<file path="src/rtl/gpio_pull_pkg.sv">
package gpio_pull_pkg;

  typedef enum logic [1:0] {
    PULL_NONE = 2'd0,
    PULL_DOWN = 2'd1,
    PULL_UP   = 2'd2,
    PULL_RSVD = 2'd3
  } pull_code_e;

  localparam int CTRL_ADDR = 0;
  localparam int BANK_BASE_ADDR = 1;

  function automatic int bank_count(input int pins, input int bank_w);
    return (pins + bank_w - 1) / bank_w;
  endfunction

endpackage

</file>
<file path="src/rtl/gpio_pull_regfile.sv">
module gpio_pull_regfile
  import gpio_pull_pkg::*;
#(
  parameter int NUM_PINS  = 54,
  parameter int DATA_W    = 32,
  parameter int ADDR_W    = 2,
  parameter int SETUP_CYC = 150
) (
  input  logic                clk,
  input  logic                rst,
  input  logic                wr_en,
  input  logic                rd_en,
  input  logic [ADDR_W-1:0]   addr,
  input  logic [DATA_W-1:0]   wdata,
  input  logic [NUM_PINS-1:0] strobe_bits,
  output logic [DATA_W-1:0]   rdata,
  output pull_code_e          ctrl_code,
  output logic                setup_met,
  output logic [NUM_PINS-1:0] pin_wr,
  output logic [NUM_PINS-1:0] pin_val
);

  localparam int BANK_W    = DATA_W;
  localparam int NUM_BANKS = bank_count(NUM_PINS, BANK_W);
  localparam int PAD_W     = NUM_BANKS * BANK_W - NUM_PINS;
  localparam int AGE_W     = $clog2(SETUP_CYC + 1);
  localparam logic [AGE_W-1:0] AGE_MAX = AGE_W'(SETUP_CYC);

  logic             ctrl_wr;
  logic [AGE_W-1:0] age_q;
  logic [NUM_BANKS*BANK_W-1:0] padded;
  logic [DATA_W-1:0] rd_word;

  assign ctrl_wr = wr_en && (addr == ADDR_W'(CTRL_ADDR));

  // control register
  always_ff @(posedge clk) begin
    if (rst) begin
      ctrl_code <= PULL_NONE;
    end else if (ctrl_wr) begin
      ctrl_code <= pull_code_e'(wdata[1:0]);
    end
  end

  // cycles since last control write, saturating
  always_ff @(posedge clk) begin
    if (rst) begin
      age_q <= AGE_MAX;
    end else if (ctrl_wr) begin
      age_q <= AGE_W'(1);
    end else if (age_q != AGE_MAX) begin
      age_q <= age_q + AGE_W'(1);
    end
  end

  assign setup_met = (age_q == AGE_MAX);

  // per-pin write strobes
  for (genvar p = 0; p < NUM_PINS; p++) begin : g_pin_dec
    localparam int PB = p / BANK_W;
    localparam int PN = p % BANK_W;
    assign pin_wr[p]  = wr_en && (addr == ADDR_W'(BANK_BASE_ADDR + PB));
    assign pin_val[p] = wdata[PN];
  end

  // readback view of strobe bits
  if (PAD_W > 0) begin : g_pad
    assign padded = {{PAD_W{1'b0}}, strobe_bits};
  end else begin : g_nopad
    assign padded = strobe_bits;
  end

  always_comb begin
    rd_word = '0;
    if (addr == ADDR_W'(CTRL_ADDR)) begin
      rd_word[1:0] = ctrl_code;
    end
    for (int b = 0; b < NUM_BANKS; b++) begin
      if (addr == ADDR_W'(BANK_BASE_ADDR + b)) begin
        rd_word = padded[b*BANK_W +: BANK_W];
      end
    end
  end

  always_ff @(posedge clk) begin
    if (rst) begin
      rdata <= '0;
    end else if (rd_en) begin
      rdata <= rd_word;
    end
  end

endmodule

</file>
<file path="src/rtl/gpio_pull_pin.sv">
module gpio_pull_pin
  import gpio_pull_pkg::*;
#(
  parameter int HOLD_CYC = 150
) (
  input  logic       clk,
  input  logic       rst,
  input  logic       wr_stb,
  input  logic       wr_val,
  input  pull_code_e ctrl_code,
  input  logic       setup_met,
  output logic       strobe,
  output pull_code_e pull
);

  localparam int HOLD_W = $clog2(HOLD_CYC + 1);
  localparam logic [HOLD_W-1:0] HOLD_MAX = HOLD_W'(HOLD_CYC);

  logic              rise, fall;
  logic              armed_q;
  pull_code_e        cap_q;
  logic [HOLD_W-1:0] hold_q;

  assign rise = wr_stb &&  wr_val && !strobe;
  assign fall = wr_stb && !wr_val &&  strobe;

  always_ff @(posedge clk) begin
    if (rst) begin
      strobe  <= 1'b0;
      armed_q <= 1'b0;
      cap_q   <= PULL_NONE;
      hold_q  <= '0;
      pull    <= PULL_NONE;
    end else begin
      if (wr_stb) begin
        strobe <= wr_val;
      end
      if (rise) begin
        cap_q   <= ctrl_code;
        armed_q <= setup_met && (ctrl_code != PULL_RSVD);
        hold_q  <= HOLD_W'(1);
      end else if (strobe && hold_q != HOLD_MAX) begin
        hold_q <= hold_q + HOLD_W'(1);
      end
      if (fall && armed_q && hold_q == HOLD_MAX) begin
        pull <= cap_q;
      end
    end
  end

endmodule

</file>
<file path="src/rtl/gpio_pull_latch.sv">
module gpio_pull_latch
  import gpio_pull_pkg::*;
#(
  parameter int NUM_PINS  = 54,
  parameter int DATA_W    = 32,
  parameter int ADDR_W    = 2,
  parameter int SETUP_CYC = 150,
  parameter int HOLD_CYC  = 150
) (
  input  logic                  clk,
  input  logic                  rst,
  input  logic                  wr_en,
  input  logic                  rd_en,
  input  logic [ADDR_W-1:0]     addr,
  input  logic [DATA_W-1:0]     wdata,
  output logic [DATA_W-1:0]     rdata,
  output logic [2*NUM_PINS-1:0] pull_state
);

  pull_code_e          ctrl_code;
  logic                setup_met;
  logic [NUM_PINS-1:0] pin_wr, pin_val, strobe_bits;
  pull_code_e          pin_pull [NUM_PINS];

  gpio_pull_regfile #(
    .NUM_PINS (NUM_PINS),
    .DATA_W   (DATA_W),
    .ADDR_W   (ADDR_W),
    .SETUP_CYC(SETUP_CYC)
  ) u_regs (
    .clk        (clk),
    .rst        (rst),
    .wr_en      (wr_en),
    .rd_en      (rd_en),
    .addr       (addr),
    .wdata      (wdata),
    .strobe_bits(strobe_bits),
    .rdata      (rdata),
    .ctrl_code  (ctrl_code),
    .setup_met  (setup_met),
    .pin_wr     (pin_wr),
    .pin_val    (pin_val)
  );

  for (genvar p = 0; p < NUM_PINS; p++) begin : g_pin
    gpio_pull_pin #(.HOLD_CYC(HOLD_CYC)) u_pin (
      .clk      (clk),
      .rst      (rst),
      .wr_stb   (pin_wr[p]),
      .wr_val   (pin_val[p]),
      .ctrl_code(ctrl_code),
      .setup_met(setup_met),
      .strobe   (strobe_bits[p]),
      .pull     (pin_pull[p])
    );
    assign pull_state[2*p +: 2] = pin_pull[p];
  end

endmodule

</file>
<file path="config.mk">
export PLATFORM = sky130hd
export DESIGN_NAME = gpio_pull_latch
export DESIGN_NICKNAME = d
export VERILOG_FILES = /design/src/rtl/gpio_pull_pkg.sv /design/src/rtl/gpio_pull_regfile.sv /design/src/rtl/gpio_pull_pin.sv /design/src/rtl/gpio_pull_latch.sv
export SDC_FILE = /design/constraint.sdc
export NUM_CORES = 2
export LEC_CHECK = 0
export BUFFER_PORTS_ARGS = -buffer_cell sky130_fd_sc_hd__buf_2
export CAP_MARGIN = 25
export CORE_MARGIN = 1
export CORE_UTILIZATION = 65
export DETAILED_ROUTE_END_ITERATION = 8
export PLACE_DENSITY = 0.9
export RECOVER_POWER = 100
export SLEW_MARGIN = 25
export SYNTH_ARGS = -nofsm -noshare
export SYNTH_HDL_FRONTEND = slang
export SYNTH_SLANG_ARGS = --single-unit
export TNS_END_PERCENT = 10
</file>
<file path="constraint.sdc">
create_clock -name clk -period 5.4 [get_ports clk]
set_clock_uncertainty 0.15 [all_clocks]
set_input_delay 0.54 -clock clk [delete_from_list [all_inputs] [get_ports clk]]
set_output_delay 0.54 -clock clk [all_outputs]
set_load 0.01 [all_outputs]
</file>
==> Word-level counts from Yosys, hierarchy flattened <==
Cells that the tools add are included.
{ "word_totals": {"register_bits": 798, "inputBits": 38, "output_inout_bits": 140} }
{ "classes": {"add_sub_neg": 55, "n_eq_ne": 113, "muxes": 113, "n_reduce_logical": 579} }
{ "op_table": {"columns": ["op", "n"], "rows": [
  ["adder 8 x 1 -> 8 bit (second input constant)", 55],
  ["== test 8 bit (second input constant)", 55],
  ["!= test 8 bit (second input constant)", 55],
  ["logical AND 1 bit", 382],
  ["nonzero test 2 bit", 55],
  ["OR reduction 2 bit", 55],
  ["2-to-1 mux 1 bit", 108],
  ["logical NOT 1 bit", 86],
  ["2-to-1 mux 32 bit", 2],
  ["2-to-1 mux 8 bit", 2],
  ["== test 2 x 1 -> 1 bit (second input constant)", 1],
  ["== test 2 bit (second input constant)", 1],
  ["logical NOT 2 bit", 1],
  ["2-to-1 mux 2 bit", 1],
  ["!= test 2 bit (second input constant)", 1]
]} }

==> Logic depth before layout (Yosys ltp) <==
{ "logic_depth": {"depth_word": 6, "ltp_mapped": 8, "depth_no_buf": 5} }

==> Cells and area by module <==
From an unflattened synthesis, not the netlist that was laid out.
{ "hier_totals": {"hier_cells": 4525, "hier_area_um2": 38981.1} }
{ "by_module_without_submodules": {"columns": ["mod", "instances", "cells_each", "area_each_um2", "seq_area_each_um2"], "rows": [
  ["gpio_pull_pin", 54, 78, 673.1, 280.3],
  ["gpio_pull_regfile", 1, 313, 2631.3, 840.8]
]} }

==> Worst setup path after synthesis <==
Ideal clock, no wire load.
{ "synth_timing": {"kind": "input port to flip-flop", "start": "input addr[1]", "end": "register g_pin[12].u_pin.pull[0]", "arrival_time_ps": 1666, "setup_slack_ps": 3512, "path_stages": 6, "path_buffers": 3, "path_cell_list": "buf_6 nand3b_4 buf_6 buf_8 nor4_4 mux2i_1"} }
{ "synth_via": {"elab_chain_cells": 6} }
{ "synth_lines": {"columns": ["item", "line_no", "rtl"], "rows": [
  ["from (decl)", "gpio_pull_latch.sv:14", "input logic [ADDR_W-1:0] addr,"],
  ["== test 2 x 1 -> 1 bit", "gpio_pull_regfile.sv:62", "assign pin_wr[p] = wr_en && (addr == ADDR_W'(BANK_BASE_ADDR + PB));"],
  ["logical AND 1 bit", "gpio_pull_regfile.sv:62", null],
  ["logical AND 1 bit (2 in a row)", "gpio_pull_pin.sv:25", "assign fall = wr_stb && !wr_val && strobe;"],
  ["logical AND 1 bit (2 in a row)", "gpio_pull_pin.sv:45", "if (fall && armed_q && hold_q == HOLD_MAX) begin"],
  ["to (signal assigned)", "gpio_pull_pin.sv:46", "pull <= cap_q;"],
  ["to (decl)", "gpio_pull_pin.sv:13", "output pull_code_e pull"]
]} }
Every way passes these cells.
A chain may end at the register's enable or synchronous reset.

==> Worst setup path after layout <==
{ "layout_timing": {"start": "input addr[1]", "end": "register g_pin[38].u_pin.pull[0]"} }
{ "layout_via": {"elab_chain_cells": 6} }
{ "layout_lines": {"columns": ["item", "line_no"], "rows": [
  ["== test 2 bit", "gpio_pull_regfile.sv:62"],
  ["logical AND 1 bit", "gpio_pull_regfile.sv:62"],
  ["logical AND 1 bit (2 in a row)", "gpio_pull_pin.sv:25"],
  ["logical AND 1 bit (2 in a row)", "gpio_pull_pin.sv:45"],
  ["to (signal assigned)", "gpio_pull_pin.sv:46"],
  ["to (decl)", "gpio_pull_pin.sv:13"]
]} }
Every way passes these cells.

==> flow_metrics.env <==
export IMPL_gp_congestion=0.8696
export IMPL_syn_nets=4768
export IMPL_crit_arrival_ns=4.02
export IMPL_nets=4787
export IMPL_reg2reg_from="u_regs.ctrl_code[0]"
export IMPL_clkPwrFrac_pct=45.5
export IMPL_grt_max_degree=251
export IMPL_cp_max_fo=69
export IMPL_remaining_drc_errors=0
export IMPL_synth_cell_types=57
export IMPL_violations="max-capacitance violations, max-slew violations"
export IMPL_wl_um=95690
export IMPL_vias_per_cell=6.392
export IMPL_grt_first_pass_wirelength_um=157200
export IMPL_io_pins=178
export IMPL_hold_start="wdata[31]"
export IMPL_finalSetupViolations=0
export IMPL_drive_gt1_share_pct=5.821
export IMPL_p_int_mw=9.628
export IMPL_slew_violations=185
export IMPL_reg2reg_depth=4
export IMPL_critical_path_class="in2reg"
export IMPL_switchingPower_mw=3.122
export IMPL_post_cts_buffers=0
export IMPL_clkTransAtPathRegs_ns=0.06
export IMPL_dp_hpwl_um=59460
export IMPL_drv_cap=2
export IMPL_peakVddDrop_uv=226.2
export IMPL_grt_ovfl_total=0
export IMPL_row_count=90
export IMPL_r2r_slack_ns=2.81
export IMPL_cp_startpoint="addr[1]"
export IMPL_leakage_nw=14.37
export IMPL_cts_htree_levels=3
export IMPL_dieHeight_um=249.0
export IMPL_netlist_area_um2=39650
export IMPL_switching_share_pct=24.49
export IMPL_dr_pass1_iters=6
export IMPL_syn_to_final_growth_pct=8.883
export IMPL_slowest_stage="and3b_1"
export IMPL_synth_async_reset_ratio_pct=0
export IMPL_portBuffers=177
export IMPL_grt_setup_unrepaired="no"
export IMPL_end_kind="flip-flop"
export IMPL_seq_power_share_pct=48.2
export IMPL_outcome="complete, but fails checks"
export IMPL_post_cts_resized=0
export IMPL_die_w_um=249.0
export IMPL_cts_root_buf="clkbuf_16"
export IMPL_antenna_found_initial=6
export IMPL_synth_edff_count=0
export IMPL_cp_data_required_time_ns=5.80
export IMPL_yosysSeqAreaShare_pct=40.29
export IMPL_grt_util_all_layers_pct=29.64
export IMPL_start_util_pct=65.69
export IMPL_avgSynthCellArea_um2=8.583
export IMPL_dieArea_um2=61990
export IMPL_holdCritPathClass="in2reg"
export IMPL_routedWlPerCell_um=17.42
export IMPL_clock_latency_ns=0.64
export IMPL_maxSlewHeadroom_pct=-92.91
export IMPL_finalHoldViolCount=0
export IMPL_fillers=4553
export IMPL_synth_seq_cells=798
export IMPL_first_global_vias=32270
export IMPL_ant_nets=0
export IMPL_combPwrFrac_pct=6.3
export IMPL_core_um2=60360
export IMPL_cp_slowest_stage_delay_ns=2.15
export IMPL_via_count=35120
export IMPL_layout_min_cycle_time_ns=3.621
export IMPL_clock_sinks=798
export IMPL_hold_end="g_pin[31].u_pin.strobe"
export IMPL_worstHoldPathCells=3
export IMPL_clockBufferDepth=3
export IMPL_syn_instance_count=4620
export IMPL_tightestPinTransition_ns=2.894
export IMPL_ys_warnings_count=0
export IMPL_path_cells="buf_2, and3b_1, buf_4, and4_1, mux2i_1"
export IMPL_hold_buffers=0
export IMPL_yosys_most_used_dff="dfxtp_1"
export IMPL_p_per_area_nw_per_um2=295.3
export IMPL_first_iter_violations=2879
export IMPL_cts_tree="built"
export IMPL_fmax_mhz=276.2
export IMPL_fin_crit_sh_pct=67.06
export IMPL_r2r_end="g_pin[41].u_pin.armed_q"
export IMPL_fin_setup_tns_ns=0
export IMPL_startpoint_type="input port"
export IMPL_cts_made_buffers=82
export IMPL_p_total_mw=12.75
[power by group through the flow]
stage / sequential [mW] / clock [mW] / combinational [mW]
floorplan: 6.20 / 0 / 0.606
global placement: 6.27 / 0 / 0.751
detailed placement: 6.27 / 0 / 0.788
CTS: 6.14 / 5.87 / 0.798
global route: 6.16 / 6.12 / 0.879
finish: 6.15 / 5.80 / 0.806
[worst max-delay path, delay by kind of cell]
kind / cells / cell delay (ns)
simple gates: 2 / 2.45
mux: 1 / 0.20
buf+inv: 2 / 0.81
[how the worst max path moves through the flow]
stage	depth (start not counted)	slack, ns	endpoint
after global placement	5	2.58	g_pin[11].u_pin.pull[1]
after global routing	5	1.61	g_pin[38].u_pin.pull[0]
after CTS	4	2.91	g_pin[41].u_pin.armed_q
after floorplan	6	3.51	g_pin[12].u_pin.pull[0]
final	5	1.78	g_pin[38].u_pin.pull[0]
after detailed placement	5	2.53	g_pin[14].u_pin.pull[0]
[cell families after synthesis]
group | share of synthesized area [%]
AO/OA/AOI/OAI | 20.33
multiplexers | 2.802
buffers and inverters | 3.957
adder cells (fa/ha/maj) | 3.471
XOR/XNOR | 1.237
flip-flops | 40.29
AND/OR/NAND/NOR | 27.91
[synth_stat cells (20+ instances only)]
master,n,share of area [%]
a21bo_2,24,0.61
nand2_1,344,3.3
or3_1,165,2.6
a21oi_1,601,7.6
nor4_4,29,1.6
mux2i_1,111,2.8
nand3_1,213,2.7
a211oi_1,131,2.5
nand3b_1,68,1.3
o31ai_1,54,1.0
a211o_1,47,1.0
a21o_1,55,1.0
a22oi_1,20,0.38
clkbuf_1,184,1.7
nand4_1,174,2.7
nand2b_1,285,4.5
buf_2,39,0.49
o21ai_0,363,4.6
a41o_1,36,0.91
inv_1,117,1.1
nor3_1,97,1.2
and3b_1,38,0.84
nor2_1,91,0.86
nor2b_1,114,1.8
xor2_1,55,1.2
ha_1,110,3.5
nor4bb_1,35,0.88
dfxtp_1,798,40
nand4bb_1,22,0.62
and3_1,22,0.35
[sequential cells by signal, summed over array words and instances, names as in the netlist]
register / count
g_pin.u_pin.hold_q: 432
g_pin.u_pin.cap_q: 108
g_pin.u_pin.pull: 108
g_pin.u_pin.armed_q: 54
g_pin.u_pin.strobe: 54
u_regs.rdata: 32
u_regs.age_q: 8
u_regs.ctrl_code: 2
[layout by cell type (no fill, tap or decap), types with 55 or more instances in the layout]
| cell | instances |
|---|---|
| a211oi_1 | 131 |
| a21o_1 | 55 |
| a21oi_1 | 601 |
| clkbuf_1 | 156 |
| clkbuf_16 | 83 |
| dfxtp_1 | 796 |
| ha_1 | 110 |
| inv_1 | 117 |
| mux2i_1 | 111 |
| nand2_1 | 344 |
| nand2b_1 | 285 |
| nand3_1 | 212 |
| nand3b_1 | 68 |
| nand4_1 | 174 |
| nor2_1 | 91 |
| nor2b_1 | 112 |
| nor3_1 | 97 |
| o21ai_0 | 363 |
| or3_1 | 165 |
| xor2_1 | 55 |
[final cells by class]
type,count,area [um^2],area share (%)
Multi-Input combinational cell,3448,22130,51.26
Sequential cell,798,15980,37.02
Clock buffer,116,2371,5.492
Tap cell,782,978.4,2.266
Timing Repair Buffer,192,873.3,2.023
Inverter,117,439.2,1.017
Clock inverter,36,386.6,0.8955
Antenna cell,5,12.51,0.02898
[metrics by stage]
stage / setup slack [ns] / hold slack (ns) / utilization, % / std cells / cell area [um^2]
global placement: 2.579 / 0.3027 / 67.23 / 5336 / 40580
global route: 1.607 / 0.02642 / 71.53 / 5493 / 43170
finish: 1.779 / 0.03636 / 71.53 / 5494 / 43170
detailed placement: 2.526 / 0.3066 / 67.26 / 5337 / 40600
floorplan: 3.512 / 0.2985 / - / 4620 / 39650
CTS: 2.911 / 0.0003705 / 71.83 / 5489 / 43350
[per-layer routing]
metal | up-vias | track usage [%] | share of wire, %
li1 | 17060 | - | -
met5 | - | 0 | 0.014
met1 | 16820 | 38.24 | 43
met2 | 1048 | 49.54 | 48
met4 | 2 | 12.05 | 3.1
met3 | 188 | 4.587 | 6.3
Power figures use the tool's default switching activity.
